===== src/rtl/tt_walk_pkg.sv =====
package tt_walk_pkg;
  localparam int unsigned AW    = 32;
  localparam int unsigned DOM_W = 4;
  localparam int unsigned AP_W  = 2;
  localparam int unsigned SZ_W  = 3;

  typedef enum logic [SZ_W-1:0] {
    SZ_1K = 3'd0, SZ_4K = 3'd1, SZ_64K = 3'd2, SZ_1M = 3'd3, SZ_16M = 3'd4
  } map_size_e;

  typedef enum logic [1:0] {
    K1_FAULT = 2'b00, K1_COARSE = 2'b01, K1_SECT = 2'b10, K1_FINE = 2'b11
  } l1_kind_e;

  typedef struct packed {
    logic [AW-1:0]   pa;
    map_size_e       size;
    logic            c;
    logic            b;
    logic [AP_W-1:0] ap;
  } map_res_t;
endpackage


===== src/rtl/tt_l1_decode.sv =====
module tt_l1_decode
  import tt_walk_pkg::*;
(
  input  logic [AW-1:0]    va_i,
  input  logic [AW-1:0]    desc_i,
  output l1_kind_e         kind_o,
  output logic [AW-1:0]    l2_addr_o,
  output logic [DOM_W-1:0] dom_o,
  output map_res_t         sect_o
);
  always_comb begin
    kind_o = l1_kind_e'(desc_i[1:0]);
    dom_o  = desc_i[8:5];
    // fine table: 4 KB, 1024 entries; coarse: 1 KB, 256 entries
    if (desc_i[1:0] == 2'b11) l2_addr_o = {desc_i[31:12], va_i[19:10], 2'b00};
    else                      l2_addr_o = {desc_i[31:10], va_i[19:12], 2'b00};
    sect_o.c  = desc_i[3];
    sect_o.b  = desc_i[2];
    sect_o.ap = desc_i[11:10];
    if (desc_i[18]) begin
      sect_o.pa   = {desc_i[31:24], va_i[23:0]};
      sect_o.size = SZ_16M;
    end else begin
      sect_o.pa   = {desc_i[31:20], va_i[19:0]};
      sect_o.size = SZ_1M;
    end
  end
endmodule


===== src/rtl/tt_l2_decode.sv =====
module tt_l2_decode
  import tt_walk_pkg::*;
(
  input  logic [AW-1:0] va_i,
  input  logic [AW-1:0] desc_i,
  output logic          fault_o,
  output map_res_t      res_o
);
  logic [1:0] sub_sel;

  always_comb begin
    fault_o  = (desc_i[1:0] == 2'b00);
    res_o.c  = desc_i[3];
    res_o.b  = desc_i[2];
    sub_sel  = 2'd0;
    unique case (desc_i[1:0])
      2'b01: begin
        res_o.pa   = {desc_i[31:16], va_i[15:0]};
        res_o.size = SZ_64K;
        sub_sel    = va_i[15:14];
      end
      2'b10: begin
        res_o.pa   = {desc_i[31:12], va_i[11:0]};
        res_o.size = SZ_4K;
        sub_sel    = va_i[11:10];
      end
      2'b11: begin
        res_o.pa   = {desc_i[31:10], va_i[9:0]};
        res_o.size = SZ_1K;
      end
      default: begin
        res_o.pa   = '0;
        res_o.size = SZ_1K;
      end
    endcase
    res_o.ap = desc_i[4 + 2*sub_sel +: AP_W];
  end
endmodule


===== src/rtl/tt_walker.sv =====
module tt_walker
  import tt_walk_pkg::*;
(
  input  logic             clk_i,
  input  logic             rst_ni,
  input  logic [AW-1:0]    ttb_i,
  input  logic             req_valid_i,
  input  logic [AW-1:0]    req_va_i,
  output logic             req_ready_o,
  output logic             mem_req_o,
  output logic [AW-1:0]    mem_addr_o,
  input  logic             mem_gnt_i,
  input  logic             mem_rvalid_i,
  input  logic [AW-1:0]    mem_rdata_i,
  output logic             done_o,
  output logic             fault_o,
  output logic             fault_lvl_o,
  output logic [AW-1:0]    pa_o,
  output logic [SZ_W-1:0]  size_o,
  output logic [DOM_W-1:0] domain_o,
  output logic             cacheable_o,
  output logic             bufferable_o,
  output logic [AP_W-1:0]  ap_o
);
  typedef enum logic [2:0] {
    S_IDLE, S_L1_REQ, S_L1_WAIT, S_L2_REQ, S_L2_WAIT, S_DONE
  } walk_state_e;

  walk_state_e      state_q;
  logic [AW-1:0]    va_q, ttb_q, l2_addr_q;
  logic [DOM_W-1:0] dom_q;
  map_res_t         res_q;
  logic             fault_q, flvl_q;

  l1_kind_e         l1_kind;
  logic [AW-1:0]    l1_l2_addr;
  logic [DOM_W-1:0] l1_dom;
  map_res_t         l1_sect;
  logic             l2_fault;
  map_res_t         l2_res;

  tt_l1_decode i_l1_dec (
    .va_i(va_q), .desc_i(mem_rdata_i), .kind_o(l1_kind),
    .l2_addr_o(l1_l2_addr), .dom_o(l1_dom), .sect_o(l1_sect)
  );

  tt_l2_decode i_l2_dec (
    .va_i(va_q), .desc_i(mem_rdata_i), .fault_o(l2_fault), .res_o(l2_res)
  );

  always_ff @(posedge clk_i or negedge rst_ni) begin
    if (!rst_ni) begin
      state_q   <= S_IDLE;
      va_q      <= '0;
      ttb_q     <= '0;
      l2_addr_q <= '0;
      dom_q     <= '0;
      res_q     <= '0;
      fault_q   <= 1'b0;
      flvl_q    <= 1'b0;
    end else begin
      unique case (state_q)
        S_IDLE: if (req_valid_i) begin
          va_q    <= req_va_i;
          ttb_q   <= ttb_i;
          state_q <= S_L1_REQ;
        end
        S_L1_REQ: if (mem_gnt_i) state_q <= S_L1_WAIT;
        S_L1_WAIT: if (mem_rvalid_i) begin
          unique case (l1_kind)
            K1_FAULT: begin
              fault_q <= 1'b1;
              flvl_q  <= 1'b0;
              dom_q   <= '0;
              res_q   <= '0;
              state_q <= S_DONE;
            end
            K1_SECT: begin
              fault_q <= 1'b0;
              flvl_q  <= 1'b0;
              dom_q   <= l1_dom;
              res_q   <= l1_sect;
              state_q <= S_DONE;
            end
            default: begin
              dom_q     <= l1_dom;
              l2_addr_q <= l1_l2_addr;
              state_q   <= S_L2_REQ;
            end
          endcase
        end
        S_L2_REQ: if (mem_gnt_i) state_q <= S_L2_WAIT;
        S_L2_WAIT: if (mem_rvalid_i) begin
          fault_q <= l2_fault;
          flvl_q  <= 1'b1;
          res_q   <= l2_fault ? '0 : l2_res;
          state_q <= S_DONE;
        end
        S_DONE:  state_q <= S_IDLE;
        default: state_q <= S_IDLE;
      endcase
    end
  end

  assign req_ready_o  = (state_q == S_IDLE);
  assign mem_req_o    = (state_q == S_L1_REQ) || (state_q == S_L2_REQ);
  assign mem_addr_o   = (state_q == S_L2_REQ) ? l2_addr_q
                                              : {ttb_q[31:14], va_q[31:20], 2'b00};
  assign done_o       = (state_q == S_DONE);
  assign fault_o      = fault_q;
  assign fault_lvl_o  = flvl_q;
  assign pa_o         = res_q.pa;
  assign size_o       = res_q.size;
  assign domain_o     = dom_q;
  assign cacheable_o  = res_q.c;
  assign bufferable_o = res_q.b;
  assign ap_o         = res_q.ap;

  a_r13_req_hold: assert property (@(posedge clk_i) disable iff (!rst_ni)
    mem_req_o && !mem_gnt_i |=> mem_req_o && $stable(mem_addr_o));

  a_r14_done_pulse: assert property (@(posedge clk_i) disable iff (!rst_ni)
    done_o |=> !done_o);

  a_r2_first_read: assert property (@(posedge clk_i) disable iff (!rst_ni)
    req_valid_i && req_ready_o |=> mem_req_o
      && mem_addr_o[31:14] == $past(ttb_i[31:14])
      && mem_addr_o[13:2] == $past(req_va_i[31:20]));

  a_r1_idle_quiet: assert property (@(posedge clk_i) disable iff (!rst_ni)
    req_ready_o |-> !mem_req_o && !done_o);

  a_r3_fault_only_at_done: assert property (@(posedge clk_i) disable iff (!rst_ni)
    done_o && fault_o && !fault_lvl_o |-> $past(mem_rvalid_i) && domain_o == '0);
endmodule


===== config.mk =====
export PLATFORM = sky130hd
export DESIGN_NAME = tt_walker
export DESIGN_NICKNAME = d
export VERILOG_FILES = /design/src/rtl/tt_walk_pkg.sv /design/src/rtl/tt_l1_decode.sv /design/src/rtl/tt_l2_decode.sv /design/src/rtl/tt_walker.sv
export SDC_FILE = /design/constraint.sdc
export NUM_CORES = 1
export LEC_CHECK = 0
export ABC_AREA = 1
export CORE_MARGIN = 5
export CORE_UTILIZATION = 60
export DETAILED_ROUTE_END_ITERATION = 10
export DONT_BUFFER_PORTS = 1
export PLACE_DENSITY = 0.76
export SLEW_MARGIN = 0
export SYNTH_ARGS = -nofsm -noshare
export SYNTH_HDL_FRONTEND = slang
export SYNTH_SLANG_ARGS = --single-unit

===== constraint.sdc =====
create_clock -name clk_i -period 2.1 [get_ports clk_i]
set_input_delay 0.315 -clock clk_i [delete_from_list [all_inputs] [get_ports clk_i]]
set_output_delay 0.315 -clock clk_i [all_outputs]
set_load 0.05 [all_outputs]

# Word level (Yosys, flattened, before mapping)
# Cells that the tools add are included.
dict set report classes {
  n_addsub 1
  mul 0
  n_div 0
  order_cmp 0
  n_eq_ne 15
  shift 1
  muxes 26
  bitwise_logic 1
  reduce_logical 11
}
# operator count
set op_table {}
lappend op_table {{$pmux W39 S2} 2}
lappend op_table {{$mux W39} 3}
lappend op_table {{$pmux W35 S3} 1}
lappend op_table {{$mux W32} 1}
lappend op_table {{$shiftx A32 B5 Y2} 1}
lappend op_table {{$mux W27} 1}
lappend op_table {{$mux W3} 6}
lappend op_table {{$pmux W3 S5} 1}
lappend op_table {{$mux W12} 1}
lappend op_table {{$ne A2 B2 Y1 const B} 6}
lappend op_table {{$reduce_and A4 Y1} 2}
lappend op_table {{$eq A3 B2 Y1 const B} 2}
lappend op_table {{$eq A3 B3 Y1 const B} 2}
lappend op_table {{$pmux W1 S2} 3}
lappend op_table {{$mux W1} 5}
lappend op_table {{$reduce_and A5 Y1} 1}
lappend op_table {{$add A3 B3 Y4 const A} 1}
lappend op_table {{$eq A2 B2 Y1 const B} 2}
lappend op_table {{$mux W4} 1}
lappend op_table {{$pmux W2 S2} 1}
lappend op_table {{$reduce_and A2 Y1} 2}
lappend op_table {{$eq A3 B1 Y1 const B} 1}
lappend op_table {{$logic_not A3 Y1} 1}
lappend op_table {{$ne A3 B2 Y1 const B} 1}
lappend op_table {{other kinds (7)} 7}
dict set report word_totals {
  register_bits 144
  latchBits 0
  mem_bits_rw 0
  rom_bits 0
  input_bits 101
  output_inout_bits 80
  elab_cells 67
  mem_count 0
}

# Longest topological paths before layout
dict set report depth {
  word_depth 7
  mapped_depth 11
  depth_no_buf 11
}

# Cells and area by module
# From an unflattened synthesis, not the netlist that was laid out.
dict set report hier_totals {
  cells_unflattened 1079
  area_unflattened_um2 7594.8
}
# mod instances cells_per_inst area_per_inst_um2 seq_area_each_um2
set modules_own_cells {}
lappend modules_own_cells {tt_walker 1 841 6309.8 3253.1}
lappend modules_own_cells {tt_l1_decode 1 109 671.9 0.0}
lappend modules_own_cells {tt_l2_decode 1 129 613.1 0.0}

# Worst setup path before layout
# Ideal clock, no wire load.
dict set report synth_path {
  kind {reg2out}
  startpoint {register state_q[2]}
  endpoint {output mem_addr_o[10]}
  arrival_ns 2.694
  required_time_ns 1.785
  slack_ns -0.909
  stages_incl_launch_ff 5
  path_buffers 1
  cell_sequence {dfrtp_1 -> nor2_1 -> nand2_1 -> clkbuf_1 -> o21ai_0}
}
dict set report synth_between {
  elab_chain_cells 2
}
# element line_no
set synth_lines {}
lappend synth_lines {{start: declaration} tt_walker.sv:29} ;# walk_state_e state_q;
lappend synth_lines {{start signal: assignment} tt_walker.sv:53} ;# state_q <= S_IDLE;
lappend synth_lines {{start signal: assignment} tt_walker.sv:66} ;# state_q <= S_L1_REQ;
lappend synth_lines {{start signal: assignment} tt_walker.sv:68} ;# S_L1_REQ: if (mem_gnt_i) state_q <= S_L1_WAIT;
lappend synth_lines {{$eq A3 B2 Y1} tt_walker.sv:107} ;# assign mem_addr_o = (state_q == S_L2_REQ) ? l2_addr_q
lappend synth_lines {{$mux W32} tt_walker.sv:107}
lappend synth_lines {{end: declaration} tt_walker.sv:11} ;# output logic [AW-1:0] mem_addr_o,
# Every way passes these cells.

# Final worst setup path
dict set report layout_path {
  startpoint {register state_q[2]}
  endpoint {output mem_addr_o[20]}
}
# The elaborated chain is that of the path after synthesis.

==> run_results.csv <==
group,metric,value,unit
status,status,"finished with violations",
status,violations,"negative hold slack, negative setup slack",
timing,final.setup.tns,-1564,ps
global_route,overflow,0,
setup_path,r2r_start,"state_q[0]",
timing,setup_slack,-95.74,ps
setup_path,cp-start-kind,"flip-flop",
routing,wl_per_cell,21.66,um
timing,tightest_slew,550.0,ps
placement,io_buffers,0,
layout,area_growth,37.32,%
timing,drv_slew,0,
placement,gp_congestion,0.9254,
setup_path,ff2ff_setup_slack,210,ps
synth,synth-seq-cells,128,
power,ir_drop,1.248,mV
floorplan,initial_core_util,0.6110,
synth,synth_area_leaders,"dfrtp_1 (54%), nand2_1 (13%), mux2_2 (11%), o21ai_0 (3.7%), inv_1 (3.2%)",
synth,synth_top_area_frac,0.5413,
timing,hold_viol,128,
routing,drt_wl_total,19210,um
timing,skew,7.481,ps
clock_network,cts_max_level,4,
synth,synth_area_leader_cell,"dfrtp_1",
floorplan,die_y,109.3,um
setup_path,critical_path.max_fanout,5,
floorplan,io_pins,181,
setup_path,critPathBufInv,2,
clock_network,cts_tree,"yes",
layout,drive_gt1_frac,0.2244,
timing,slew_headroom,0.6333,
clock_network,clkTransAtPathRegs,60,ps
synth,synth_area_per_cell,9.347,sq um
floorplan,die_area,11950,sq um
setup_path,r2r_end,"pa_o[21]",
timing,hold_ws,-523.2,ps
floorplan,placementRows,36,
setup_path,worst-endpoint-arrival,1880,ps
timing,setup_viol,24,
setup_path,cp_data_required_time,1780,ps
clock_network,clock_latency,530,ps
setup_path,critPathTopFamily,"flip-flops",
routing,routed-via-count,5213,
routing,drt-vias-per-instance,5.877,
routing,drc,0,
layout,fin_cells,887,
synth,ys_top_cells_by_count,"nand2_1 (199), dfrtp_1 (128), mux2_2 (60), inv_1 (51), o21ai_0 (44)",
synth,yosys_warnings,0,
global_route,grt_pass1_vias,5515,
power,power_leakage,4.020,nW
synth,ys_async_sr_fraction,1.000,
hold_path,min_path_type,"input pin to asynchronous set/reset pin",
floorplan,die_w,109.3,um
timing,fin_crit,2196,ps
clock_network,cts_sinks,128,
synth,synth_most_common_cell,"nand2_1",
synth,syn-cell-area,5917,sq um
timing,min_period_over_period,1.046,
layout,fin_nets,849,
synth,ys_seq_area_frac,0.5413,
global_route,grt_pass1_wl,29410,um
routing,dr.pass1.iters,5,
setup_path,crit_chain,"nor2_4, nand2_4, buf_6, buf_16, mux2_4",
run,maxCapViolations,0,
routing,drtAntennaViolNets,0,
synth,synth_edf_count,0,
setup_path,end_kind,"output port",
setup_path,cp_slowest_stage_delay,420,ps
setup_path,r2r_cells,8,
clock_network,cts_root_buffer,"clkbuf_8",
global_route,antenna_found_initial,0,
power,p_per_area,1849,nW/um^2
clock_network,cts_max_path_buffers,2,
global_route,grt_usage,0.3304,
synth,synth-main-ff-cell,"dfrtp_1",
placement,dp_slack,141.4,ps
placement,place_hpwl,10820,um
synth,syn_inst,633,
placement,place_inst,768,
setup_path,path_class,"flip-flop to output port",
setup_path,cp_slowest_cell,"dfrtp_2",
floorplan,coreArea,9684,sq um
timing,max_clock_freq,455.4,MHz
synth,synth_cell_types,28,
global_route,grt_max_degree,129,
clock_network,hold_buffers,76,
routing,drt-initial-drc-count,436,
clock_network,numCtsBuffers,17,
timing,rsz0062_at_grt,"true",
worst max path at each step:
stage	from	to	slack [ps]	cells after the start
after floorplan	state_q[2]	mem_addr_o[10]	80	4
after global placement	mem_rdata_i[0]	pa_o[26]	220	8
after detailed placement	mem_rdata_i[0]	pa_o[9]	140	8
after CTS	state_q[0]	mem_addr_o[29]	-80	6
after global routing	state_q[2]	mem_addr_o[18]	-140	5
final	state_q[2]	mem_addr_o[20]	-100	5
routing by layer:
metal  global-route usage  part of all wire  up-vias
li1                     -                 -     2266
met1               0.3854              0.37     2553
met2               0.5535              0.50      328
met3               0.1092             0.088       66
met4               0.1549             0.037        0
met5                    0                 0        -
placed cells by master, fill, tap and decap left out, types with 6 or more instances in the layout:
| cell | count |
|---|---|
| a21oi_1 | 15 |
| buf_12 | 17 |
| buf_4 | 18 |
| clkbuf_16 | 17 |
| dfrtp_1 | 126 |
| dlygate4sd3_1 | 76 |
| ha_1 | 6 |
| inv_1 | 49 |
| mux2_2 | 40 |
| mux2_4 | 20 |
| nand2_1 | 188 |
| nand2_2 | 15 |
| nand3_1 | 33 |
| nor2_1 | 21 |
| o211ai_1 | 13 |
| o21ai_0 | 34 |
| o21ai_4 | 10 |
| o22ai_1 | 8 |
per-stage QoR:
stage,instance area (sq um),total power [mW],util
finish,8125,15.03,0.8390
CTS,8092,14.67,0.8355
global route,8123,15.61,0.8388
floorplan,6042,9.376,-
global placement,6470,10.92,0.6681
detailed placement,6470,11.12,0.6681
kinds of logic after synthesis:
group	count (synthesis)	share of synthesized area
AOI/OAI and AO/OA	86	0.08226
adders and majority gates	6	0.01269
buffers and inverters	84	0.06280
DFF	128	0.5413
muxes	62	0.1180
other	1	0.0006338
and+or+nand+nor	266	0.1823
registers in the layout, summed over array words and instances (netlist names):
| name | count |
|---|---|
| ap_o | 2 |
| bufferable_o | 1 |
| cacheable_o | 1 |
| domain_o | 4 |
| fault_lvl_o | 1 |
| fault_o | 1 |
| l2_addr_q | 30 |
| pa_o | 32 |
| size_o | 3 |
| state_q | 3 |
| ttb_q | 18 |
| va_q | 32 |
power by group:
group	leakage, nW	switching (mW)	total, mW	internal, mW
Sequential	1.58	1.94	5.51	3.56
Combinational	2.17	3.92	6.70	2.78
Clock	0.277	1.06	2.81	1.76
timing repair:
item	4_1_cts	5_1_grt
pin swaps	5	3
setup endpoints to repair	30	38
buffers inserted	6	0
hold endpoints to repair	216	128
cloned	5	1
gates resized for setup	40	2
worst register-to-register path, delay by kind of cell (launching register included):
family / cells / cell delay [ps]
and+or+nand+nor: 5 / 800
buffers and inverters: 2 / 400
DFF: 1 / 380
AOI/OAI and AO/OA: 1 / 220
area by class of cell:
type	instances	area (sq um)
Clock inverter	7	85.08
Fill cell	497	1559
Clock buffer	23	466.7
Multi-Input combinational cell	422	2579
Antenna cell	1	2.502
Timing Repair Buffer	118	1410
Inverter	55	210.2
Sequential cell	128	3206
Tap cell	133	166.4
No activity file was read; power rests on OpenSTA's default activity.
